===== src/rtl/drs_pkg.sv =====
package drs_pkg;

  typedef enum logic [2:0] {
    ST_PWRUP = 3'd0,
    ST_IDLE  = 3'd1,
    ST_PRE   = 3'd2,
    ST_CAS   = 3'd3,
    ST_RAS   = 3'd4,
    ST_RP    = 3'd5
  } drs_state_e;

  function automatic int drs_max(input int a, input int b);
    return (a > b) ? a : b;
  endfunction

endpackage


===== src/rtl/drs_interval.sv =====
module drs_interval #(
  parameter int REF_INTERVAL_CYC = 1562
) (
  input  logic clk,
  input  logic rst_n,
  input  logic en_i,
  output logic tick_o
);

  localparam int TW = $clog2(REF_INTERVAL_CYC + 1);

  logic [TW-1:0] cnt_q, cnt_d;

  always_comb begin
    tick_o = en_i && (cnt_q == '0);
    cnt_d  = cnt_q;
    if (!en_i) begin
      cnt_d = TW'(REF_INTERVAL_CYC - 1);
    end else if (cnt_q == '0) begin
      cnt_d = TW'(REF_INTERVAL_CYC - 1);
    end else begin
      cnt_d = cnt_q - 1'b1;
    end
  end

  always_ff @(posedge clk or negedge rst_n) begin
    if (!rst_n) cnt_q <= TW'(REF_INTERVAL_CYC - 1);
    else        cnt_q <= cnt_d;
  end

  assert_tick_spaced_R6: assert property (@(posedge clk) disable iff (!rst_n)
    tick_o |=> !tick_o);

endmodule


===== src/rtl/drs_backlog.sv =====
module drs_backlog #(
  parameter int BACKLOG_MAX = 8
) (
  input  logic clk,
  input  logic rst_n,
  input  logic tick_i,
  input  logic take_i,
  output logic pend_nz_o,
  output logic urgent_o
);

  localparam int PW = $clog2(BACKLOG_MAX + 1);

  logic [PW-1:0] pend_q, pend_d;

  always_comb begin
    pend_d = pend_q;
    if (tick_i && !take_i) begin
      if (pend_q != PW'(BACKLOG_MAX)) pend_d = pend_q + 1'b1;
    end else if (take_i && !tick_i) begin
      pend_d = pend_q - 1'b1;
    end
    pend_nz_o = (pend_q != '0);
    urgent_o  = (pend_q == PW'(BACKLOG_MAX));
  end

  always_ff @(posedge clk or negedge rst_n) begin
    if (!rst_n) pend_q <= '0;
    else        pend_q <= pend_d;
  end

  assert_backlog_bound_R7: assert property (@(posedge clk) disable iff (!rst_n)
    pend_q <= PW'(BACKLOG_MAX));

  assert_urgent_holds_R7: assert property (@(posedge clk) disable iff (!rst_n)
    (urgent_o && tick_i && !take_i) |=> urgent_o);

  assert_no_take_empty_R9: assert property (@(posedge clk) disable iff (!rst_n)
    take_i |-> pend_nz_o);

endmodule


===== src/rtl/drs_cbr_fsm.sv =====
module drs_cbr_fsm
  import drs_pkg::*;
#(
  parameter int PWRUP_CYC   = 20000,
  parameter int INIT_CYCLES = 8,
  parameter int T_RPC       = 1,
  parameter int T_CSR       = 1,
  parameter int T_LOW       = 5,
  parameter int T_RP        = 3
) (
  input  logic clk,
  input  logic rst_n,
  input  logic start_i,
  output logic ras_n_o,
  output logic cas_n_o,
  output logic idle_o,
  output logic init_done_o,
  output logic done_o
);

  localparam int CMAX = drs_max(drs_max(PWRUP_CYC, T_RPC), drs_max(drs_max(T_CSR, T_LOW), T_RP));
  localparam int CW   = $clog2(CMAX + 1);
  localparam int IW   = $clog2(INIT_CYCLES + 1);

  drs_state_e    state_q, state_d;
  logic [CW-1:0] cnt_q, cnt_d;
  logic [IW-1:0] init_cnt_q, init_cnt_d;
  logic          init_done_q, init_done_d;
  logic          done_q, done_d;
  logic          ras_q, ras_d;
  logic          cas_q, cas_d;
  logic          last;

  always_comb begin
    state_d     = state_q;
    cnt_d       = cnt_q;
    init_cnt_d  = init_cnt_q;
    init_done_d = init_done_q;
    done_d      = 1'b0;
    last        = (cnt_q == '0);
    case (state_q)
      ST_PWRUP: begin
        if (last) begin
          state_d = ST_PRE;
          cnt_d   = CW'(T_RPC - 1);
        end else begin
          cnt_d = cnt_q - 1'b1;
        end
      end
      ST_IDLE: begin
        if (start_i) begin
          state_d = ST_PRE;
          cnt_d   = CW'(T_RPC - 1);
        end
      end
      ST_PRE: begin
        if (last) begin
          state_d = ST_CAS;
          cnt_d   = CW'(T_CSR - 1);
        end else begin
          cnt_d = cnt_q - 1'b1;
        end
      end
      ST_CAS: begin
        if (last) begin
          state_d = ST_RAS;
          cnt_d   = CW'(T_LOW - 1);
        end else begin
          cnt_d = cnt_q - 1'b1;
        end
      end
      ST_RAS: begin
        if (last) begin
          state_d = ST_RP;
          cnt_d   = CW'(T_RP - 1);
        end else begin
          cnt_d = cnt_q - 1'b1;
        end
      end
      ST_RP: begin
        if (!last) begin
          cnt_d = cnt_q - 1'b1;
        end else if (init_done_q) begin
          done_d  = 1'b1;
          state_d = ST_IDLE;
        end else if (init_cnt_q == IW'(INIT_CYCLES - 1)) begin
          init_done_d = 1'b1;
          state_d     = ST_IDLE;
        end else begin
          init_cnt_d = init_cnt_q + 1'b1;
          state_d    = ST_PRE;
          cnt_d      = CW'(T_RPC - 1);
        end
      end
      default: begin
        state_d = ST_PWRUP;
        cnt_d   = '0;
      end
    endcase
    ras_d = (state_d != ST_RAS);
    cas_d = !((state_d == ST_CAS) || (state_d == ST_RAS));
  end

  always_ff @(posedge clk or negedge rst_n) begin
    if (!rst_n) begin
      state_q     <= ST_PWRUP;
      cnt_q       <= CW'(PWRUP_CYC - 1);
      init_cnt_q  <= '0;
      init_done_q <= 1'b0;
      done_q      <= 1'b0;
      ras_q       <= 1'b1;
      cas_q       <= 1'b1;
    end else begin
      state_q     <= state_d;
      cnt_q       <= cnt_d;
      init_cnt_q  <= init_cnt_d;
      init_done_q <= init_done_d;
      done_q      <= done_d;
      ras_q       <= ras_d;
      cas_q       <= cas_d;
    end
  end

  assign ras_n_o     = ras_q;
  assign cas_n_o     = cas_q;
  assign idle_o      = (state_q == ST_IDLE);
  assign init_done_o = init_done_q;
  assign done_o      = done_q;

  assert_cas_leads_ras_R3: assert property (@(posedge clk) disable iff (!rst_n)
    $fell(ras_q) |-> (!cas_q && $past(!cas_q)));

  assert_strobes_rise_together_R3: assert property (@(posedge clk) disable iff (!rst_n)
    $rose(ras_q) |-> cas_q);

  assert_cas_falls_ras_high_R5: assert property (@(posedge clk) disable iff (!rst_n)
    $fell(cas_q) |-> (ras_q && $past(ras_q)));

  assert_no_done_in_init_R10: assert property (@(posedge clk) disable iff (!rst_n)
    !init_done_q |-> !done_q);

  assert_init_sticky_R2: assert property (@(posedge clk) disable iff (!rst_n)
    init_done_q |=> init_done_q);

endmodule


===== src/rtl/dram_refresh_seq.sv =====
module dram_refresh_seq
  import drs_pkg::*;
#(
  parameter int PWRUP_CYC        = 20000,
  parameter int INIT_CYCLES      = 8,
  parameter int REF_INTERVAL_CYC = 1562,
  parameter int BACKLOG_MAX      = 8,
  parameter int T_RPC            = 1,
  parameter int T_CSR            = 1,
  parameter int T_RAS            = 5,
  parameter int T_CHR            = 1,
  parameter int T_RP             = 3
) (
  input  logic       clk,
  input  logic       rst_n,
  input  logic       ref_grant,
  output logic       ref_req,
  output logic       ref_urgent,
  output logic       ref_done,
  output logic       init_done,
  output logic       dram_ras_n,
  output logic [1:0] dram_cas_n,
  output logic       dram_we_n,
  output logic       dram_oe_n
);

  localparam int T_LOW = drs_max(T_RAS, T_CHR);

  logic tick;
  logic start;
  logic pend_nz;
  logic idle;
  logic cas_n;

  drs_interval #(
    .REF_INTERVAL_CYC(REF_INTERVAL_CYC)
  ) u_interval (
    .clk   (clk),
    .rst_n (rst_n),
    .en_i  (init_done),
    .tick_o(tick)
  );

  drs_backlog #(
    .BACKLOG_MAX(BACKLOG_MAX)
  ) u_backlog (
    .clk      (clk),
    .rst_n    (rst_n),
    .tick_i   (tick),
    .take_i   (start),
    .pend_nz_o(pend_nz),
    .urgent_o (ref_urgent)
  );

  drs_cbr_fsm #(
    .PWRUP_CYC  (PWRUP_CYC),
    .INIT_CYCLES(INIT_CYCLES),
    .T_RPC      (T_RPC),
    .T_CSR      (T_CSR),
    .T_LOW      (T_LOW),
    .T_RP       (T_RP)
  ) u_fsm (
    .clk        (clk),
    .rst_n      (rst_n),
    .start_i    (start),
    .ras_n_o    (dram_ras_n),
    .cas_n_o    (cas_n),
    .idle_o     (idle),
    .init_done_o(init_done),
    .done_o     (ref_done)
  );

  assign ref_req    = init_done && idle && pend_nz;
  assign start      = ref_req && ref_grant;
  assign dram_cas_n = {2{cas_n}};
  assign dram_we_n  = 1'b1;
  assign dram_oe_n  = 1'b1;

  assert_req_drops_on_start_R8: assert property (@(posedge clk) disable iff (!rst_n)
    start |=> !ref_req);

  assert_ras_low_only_busy_R9: assert property (@(posedge clk) disable iff (!rst_n)
    (idle && !start) |=> dram_ras_n);

endmodule


===== config.mk =====
export PLATFORM = sky130hd
export DESIGN_NAME = dram_refresh_seq
export DESIGN_NICKNAME = d
export VERILOG_FILES = /design/src/rtl/drs_pkg.sv /design/src/rtl/drs_interval.sv /design/src/rtl/drs_backlog.sv /design/src/rtl/drs_cbr_fsm.sv /design/src/rtl/dram_refresh_seq.sv
export SDC_FILE = /design/constraint.sdc
export NUM_CORES = 1
export LEC_CHECK = 0
export BUFFER_PORTS_ARGS = -buffer_cell sky130_fd_sc_hd__buf_2
export CORE_MARGIN = 2
export CORE_UTILIZATION = 60
export DETAILED_ROUTE_END_ITERATION = 6
export PLACE_DENSITY = 0.82
export SLEW_MARGIN = 20
export SYNTH_ARGS = -nofsm -noshare
export SYNTH_HDL_FRONTEND = slang
export SYNTH_SLANG_ARGS = --single-unit

===== constraint.sdc =====
create_clock -name clk -period 4.05 [get_ports clk]
set_input_delay 0 -clock clk [delete_from_list [all_inputs] [get_ports clk]]
set_output_delay 0 -clock clk [all_outputs]
set_load 0.1 [all_outputs]

### After elaboration in Yosys (flattened, before gate mapping)

Index checks and enable logic that the tools add are counted.

| word-level totals | value |
|---|---|
| output and inout bits | 9 |
| input port bits | 3 |
| flip-flop bits (word level) | 41 |
| word-level logic and storage cells | 78 |

| operators by class | value |
|---|---|
| bitwise gates (word level) | 2 |
| reduce and logical (&&, ||, !) cells | 20 |
| multiplexer cells | 27 |
| equal/unequal tests | 15 |
| add/sub/neg operators | 5 |

Operator list:

| kind | count |
|---|---|
| 15-bit two-way mux | 7 |
| 15-bit case mux with 5 select lines | 1 |
| 11-bit two-way mux | 2 |
| 3-bit two-way mux | 7 |
| 3-bit case mux with 6 select lines | 1 |
| 15-bit logical NOT | 1 |
| 15-bit by 1-bit subtractor with 15-bit output, second input constant | 1 |
| 4-bit two-way mux | 3 |
| 11-bit logical NOT | 1 |
| 11-bit by 1-bit subtractor with 11-bit output, second input constant | 1 |
| 3-bit by 2-bit equality test with 1-bit output, second input constant | 3 |
| 3-bit equality test, second input constant | 3 |
| 3-bit inequality test, second input constant | 3 |
| 4-bit by 1-bit adder with 4-bit output, second input constant | 2 |
| 1-bit logical AND | 6 |
| 1-bit two-way mux | 5 |
| 4-bit by 3-bit equality test with 1-bit output, second input constant | 1 |
| 4-bit equality test, second input constant | 1 |
| 4-bit inequality test, second input constant | 1 |
| 2-bit AND reduction | 2 |
| 4-bit AND reduction | 1 |
| 4-bit nonzero test | 1 |
| 4-bit by 1-bit subtractor with 4-bit output, second input constant | 1 |
| 3-bit by 1-bit equality test with 1-bit output, second input constant | 1 |
| 10 further kinds | 13 |

### Longest topological paths before layout

| depth | value |
|---|---|
| depth in word-level cells | 9 |
| mapped depth | 11 |
| depth with buffers taken out | 11 |

### Hierarchy

Synthesis repeated with hierarchy kept, for this count alone.

| second synthesis, totals | value |
|---|---|
| cell total of the unflattened synthesis | 260 |
| area, all modules | 2,524.9 µm² |

By module, submodules not included:

| module | sequential area each (µm²) | cells each | area an instance (µm²) | instances |
|---|---|---|---|---|
| drs_cbr_fsm | 664.4 | 159 | 1,539.0 | 1 |
| drs_interval | 281.5 | 66 | 619.3 | 1 |
| drs_backlog | 100.1 | 28 | 316.6 | 1 |
| dram_refresh_seq | 0.0 | 7 | 50.0 | 1 |

### Worst setup path after synthesis

OpenSTA, ideal clock, no wires.

| timing path | value |
|---|---|
| kind | register to register |
| start point | register u_backlog.pend_q[1] |
| end point | register u_backlog.pend_q[1] |
| path buffers | 0 |
| setup time | 0.126 ns |
| period minus slack after synthesis | 5.029 ns |
| path slack | -0.979 ns |
| data required time | 3.924 ns |
| arrival time | 4.902 ns |
| cell stages (with the launch flop) | 4 |
| cells stage by stage | dfrtp_1 nor4b_1 o21ai_0 mux2_2 |

| between the ends | value |
|---|---|
| cells in the longest elaborated chain, start to end | 7 |
| elaborated cells between the ends (all ways) | 15 |
| classes of those cells | add/sub (2); eq/ne (2); mux (3); reduce/logical (8) |

RTL lines:

| element | RTL line | RTL |
|---|---|---|
| start: declaration | drs_backlog.sv:14 | `logic [PW-1:0] pend_q, pend_d;` |
| start signal: assignment | drs_backlog.sv:29 | `else pend_q <= pend_d;` |
| 4-bit nonzero test | drs_backlog.sv:23 | `pend_nz_o = (pend_q != '0);` |
| 1-bit logical AND | dram_refresh_seq.sv:73 | `assign ref_req = init_done && idle && pend_nz;` |
| 1-bit logical AND | dram_refresh_seq.sv:74 | `assign start = ref_req && ref_grant;` |
| 1-bit logical NOT | drs_backlog.sv:18 | `if (tick_i && !take_i) begin` |
| 1-bit logical AND | drs_backlog.sv:18 |  |
| 2-bit inequality test (no line) / 2-bit nonzero test (equally long branches) | - |  |
| 2-bit AND reduction (no line) | - |  |

Parallel ways exist; a longest one is shown, timed or not. The select of a mux whose other input is x is not followed.
A chain may end at the register's enable or synchronous reset.

### Worst setup path after layout

| timing path | value |
|---|---|
| start point | register u_backlog.pend_q[1] |
| end point | register u_backlog.pend_q[3] |

The elaborated chain is that of the path after synthesis.

==> metrics.md <==
| Metric | Value |
|---|---|
| MaxCap Viol Count | 0 |
| Hold/Removal Path Class | primary input to flip-flop |
| Synth Instances | 236 |
| Hold Crit Endpoint | u_backlog.pend_q[3] |
| Worst setup SP type | flip-flop |
| Full die area | 4380 sq um |
| Worst-Skew Late Latency | 300 ps |
| Ys flop type | dfrtp_1 |
| Vias | 1661 |
| N_diodes | 0 |
| Initial core utilization | 0.630 |
| Ports | 12 |
| GR Layer Usage met1 | 0.306 |
| Placed insts | 285 |
| Number of port buffers | 9 |
| Fmax | 373 MHz |
| Root Buffer | clkbuf_8 |
| Mapped Area | 2320 sq um |
| GPL Wtd Cong | 0.831 |
| Slew margin rel. | 0.418 |
| Post-synth top area share | 0.269 |
| # Post-CTS Setup Buffers | 0 |
| Hold path start | ref_grant |
| Final core utilization | 0.674 |
| Cts bufs inserted | 5 |
| Gr usage total | 0.228 |
| Core area | 3690 sq um |
| Post-synth ARST share | 1.00 |
| Fin Setup TNS | 0 ps |
| Clock buffer depth | 2 |
| Hold depth | 6 |
| RSZ-0062 raised after global routing | false |
| Multi-input gate area | 1190 sq um |
| Critical path type | flip-flop to flip-flop |
| FF-to-FF End | u_backlog.pend_q[3] |
| HPWL Detailed | 2910 um |
| Final setup vio count | 0 |
| Total power | 711 uW |
| Detailed Routing Iterations Pass 1 | 4 |
| Tmin final | 2680 ps |
| Fillers | 316 |
| H-Tree Depth | 2 |
| Yosys Warn Count | 0 |
| Clk slew on worst S/H paths | 70 ps |
| Commonest non-fill, non-tap cell in the layout | dfrtp_1 |
| Final Cycle Share | 0.662 |
| Synth area leaders | dfrtp_1, dfstp_2, ha_1 |
| Drt drc | 0 |
| CP max FO | 5 |
| Post-synth EDFFs | 0 |
| P&R area growth vs syn | 7.00% |
| Initial antenna violation count | 0 |
| Pleak | 1.07 nW |
| Worst Clk Skew | 3.97 ps |
| Busiest grt layer | met2 |
| Library cells used by synthesis | 54 |
| Worst vdd ir | 219 uV |
| Endpoints failing hold | 0 |
| Standard-cell rows | 22 |
| Slew @ Worst Pin | 873 ps |
| CTS tree | built |
| CTS Hold Bufs | 1 |
| Die H | 66.2 um |
| First-pass GRT wire length | 7460 um |
| Avg Vias per Cell | 5.65 |
| Register area | 1050 sq um |
| M3 GR Usage | 0.0596 |
| Mean area per synthesized cell | 9.84 sq um |
| Largest net degree at the start of global routing | 42 |
| Critical Path Sink Type | flip-flop |
| Sink Count | 41 |
| Most frequent cells in the layout | dfrtp_1, nor2_1, nand2_1 |
| Post-cts resize count | 0 |
| Post-route ant nets | 0 |
| Worst endpoint data arrival time | 2900 ps |
| Global route overflow | 0 |
| Non-Filler Instances | 294 |
| Most area-hungry cell type in the Yosys netlist | dfrtp_1 |
| Final wirelength | 4170 um |
| Seq cells post-synth | 41 |
| Vias in the first global route | 1625 |
| Per-cell routed wire length | 14.2 um |
| Pwr Density | 286 nW/um^2 |
| R2R depth | 9 |
| R2R Path Start | u_backlog.pend_q[1] |
| Die width | 66.2 um |
| Share of layout cells above drive strength 1 | 0.224 |
| Critical path required time | 4270 ps |
| Outcome | finished, final reports clean |
| Met2 Use GR | 0.350 |
| Fin. max-slew vios | 0 |
| Nets | 256 |
| Initial drt markers | 66 |
| Reg2reg setup slack | 1370 ps |
| Seq/Total Area, Yosys | 0.450 |
[logic make-up after synthesis]
kind of cell	count (synthesis)	synth area share
AO/OA/AOI/OAI	48	0.133
XOR/XNOR	13	0.0490
multiplexers	6	0.0280
flip-flops	41	0.450
adder cells (fa/ha/maj)	8	0.0463
buffers and inverters	20	0.0404
AND/OR/NAND/NOR	99	0.251
other	1	0.00161
[layout make-up]
class                      instances  area share
clock buffer                       8      0.0363
tap                               48      0.0242
sequential                        41       0.421
timing repair buffer              10      0.0222
inverter                          11      0.0166
multi-input combinational        176       0.480
[worst max path at each step]
| stage | startpoint | to | slack (ps) | cells after the start |
|---|---|---|---|---|
| 6_report | u_backlog.pend_q[1] | u_backlog.pend_q[3] | 1370 | 9 |
| 5_1_grt | u_interval.cnt_q[5] | u_backlog.pend_q[3] | 1110 | 9 |
| 4_1_cts | u_backlog.pend_q[1] | u_backlog.pend_q[3] | 1360 | 9 |
| 3_5_place_dp | u_backlog.pend_q[1] | u_backlog.pend_q[3] | 1370 | 9 |
| 3_3_place_gp | u_backlog.pend_q[1] | u_backlog.pend_q[3] | 1460 | 9 |
| 2_1_floorplan | u_backlog.pend_q[1] | u_backlog.pend_q[1] | 800 | 3 |
[cells in the mapped netlist (2+ instances only)]
cell type,number
a21o_1,5
a21oi_1,10
a22o_1,4
and3b_1,2
buf_2,3
buf_4,4
clkbuf_1,2
dfrtp_1,25
dfstp_2,16
ha_1,7
inv_1,11
mux2_2,4
mux2i_1,2
nand2_1,17
nand2b_1,5
nand3_1,3
nand4b_1,2
nor2_1,20
nor3_1,11
nor3b_1,2
nor4_1,3
nor4b_1,3
o21ai_0,15
o21ai_1,2
o31ai_1,2
o32ai_1,2
or2_2,6
or3_1,8
or3_2,3
or4_4,2
xnor2_1,6
xor2_1,7
[stage by stage]
step	cell area, sq um	hold slack (ps)	setup slack (ps)
floorplan	2330	-296	804
global placement	2380	163	1460
detailed placement	2380	164	1370
CTS	2480	297	1360
global route	2480	326	1110
finish	2480	291	1370
[where the power goes]
part | internal, mW | switching (mW) | total [mW] | leakage (nW)
combinational | 0.00488 | 0.0187 | 0.0236 | 0.528
sequential | 0.412 | 0.00274 | 0.414 | 0.497
clock | 0.139 | 0.134 | 0.273 | 0.0455
[worst max-delay path: stages, from the launching register on]
cell and delay (ps):
dfrtp_1 450, o41ai_1 630, nor3_1 160, or2_2 360
ha_1 280, a21o_1 170, a21oi_1 190, nand3_1 100
o31ai_1 90, xor2_1 170
[flip-flops by register name, indices dropped and copies added, names as in the netlist]
register           cells
u_fsm.ras_n_o          1
u_backlog.pend_q       4
u_fsm.init_cnt_q       4
u_fsm.cnt_q           15
u_fsm.state_q          3
u_interval.cnt_q      11
u_fsm.done_o           1
u_fsm.init_done_o      1
u_fsm.cas_n_o          1
[metal layers]
| metal | up-vias | wire [um] |
|---|---|---|
| li1 | 851 | - |
| met1 | 783 | 2120 |
| met2 | 20 | 1860 |
| met3 | 7 | 117 |
| met4 | 0 | 72 |
| met5 | - | 0 |
No activity file was read; power rests on OpenSTA's default activity.
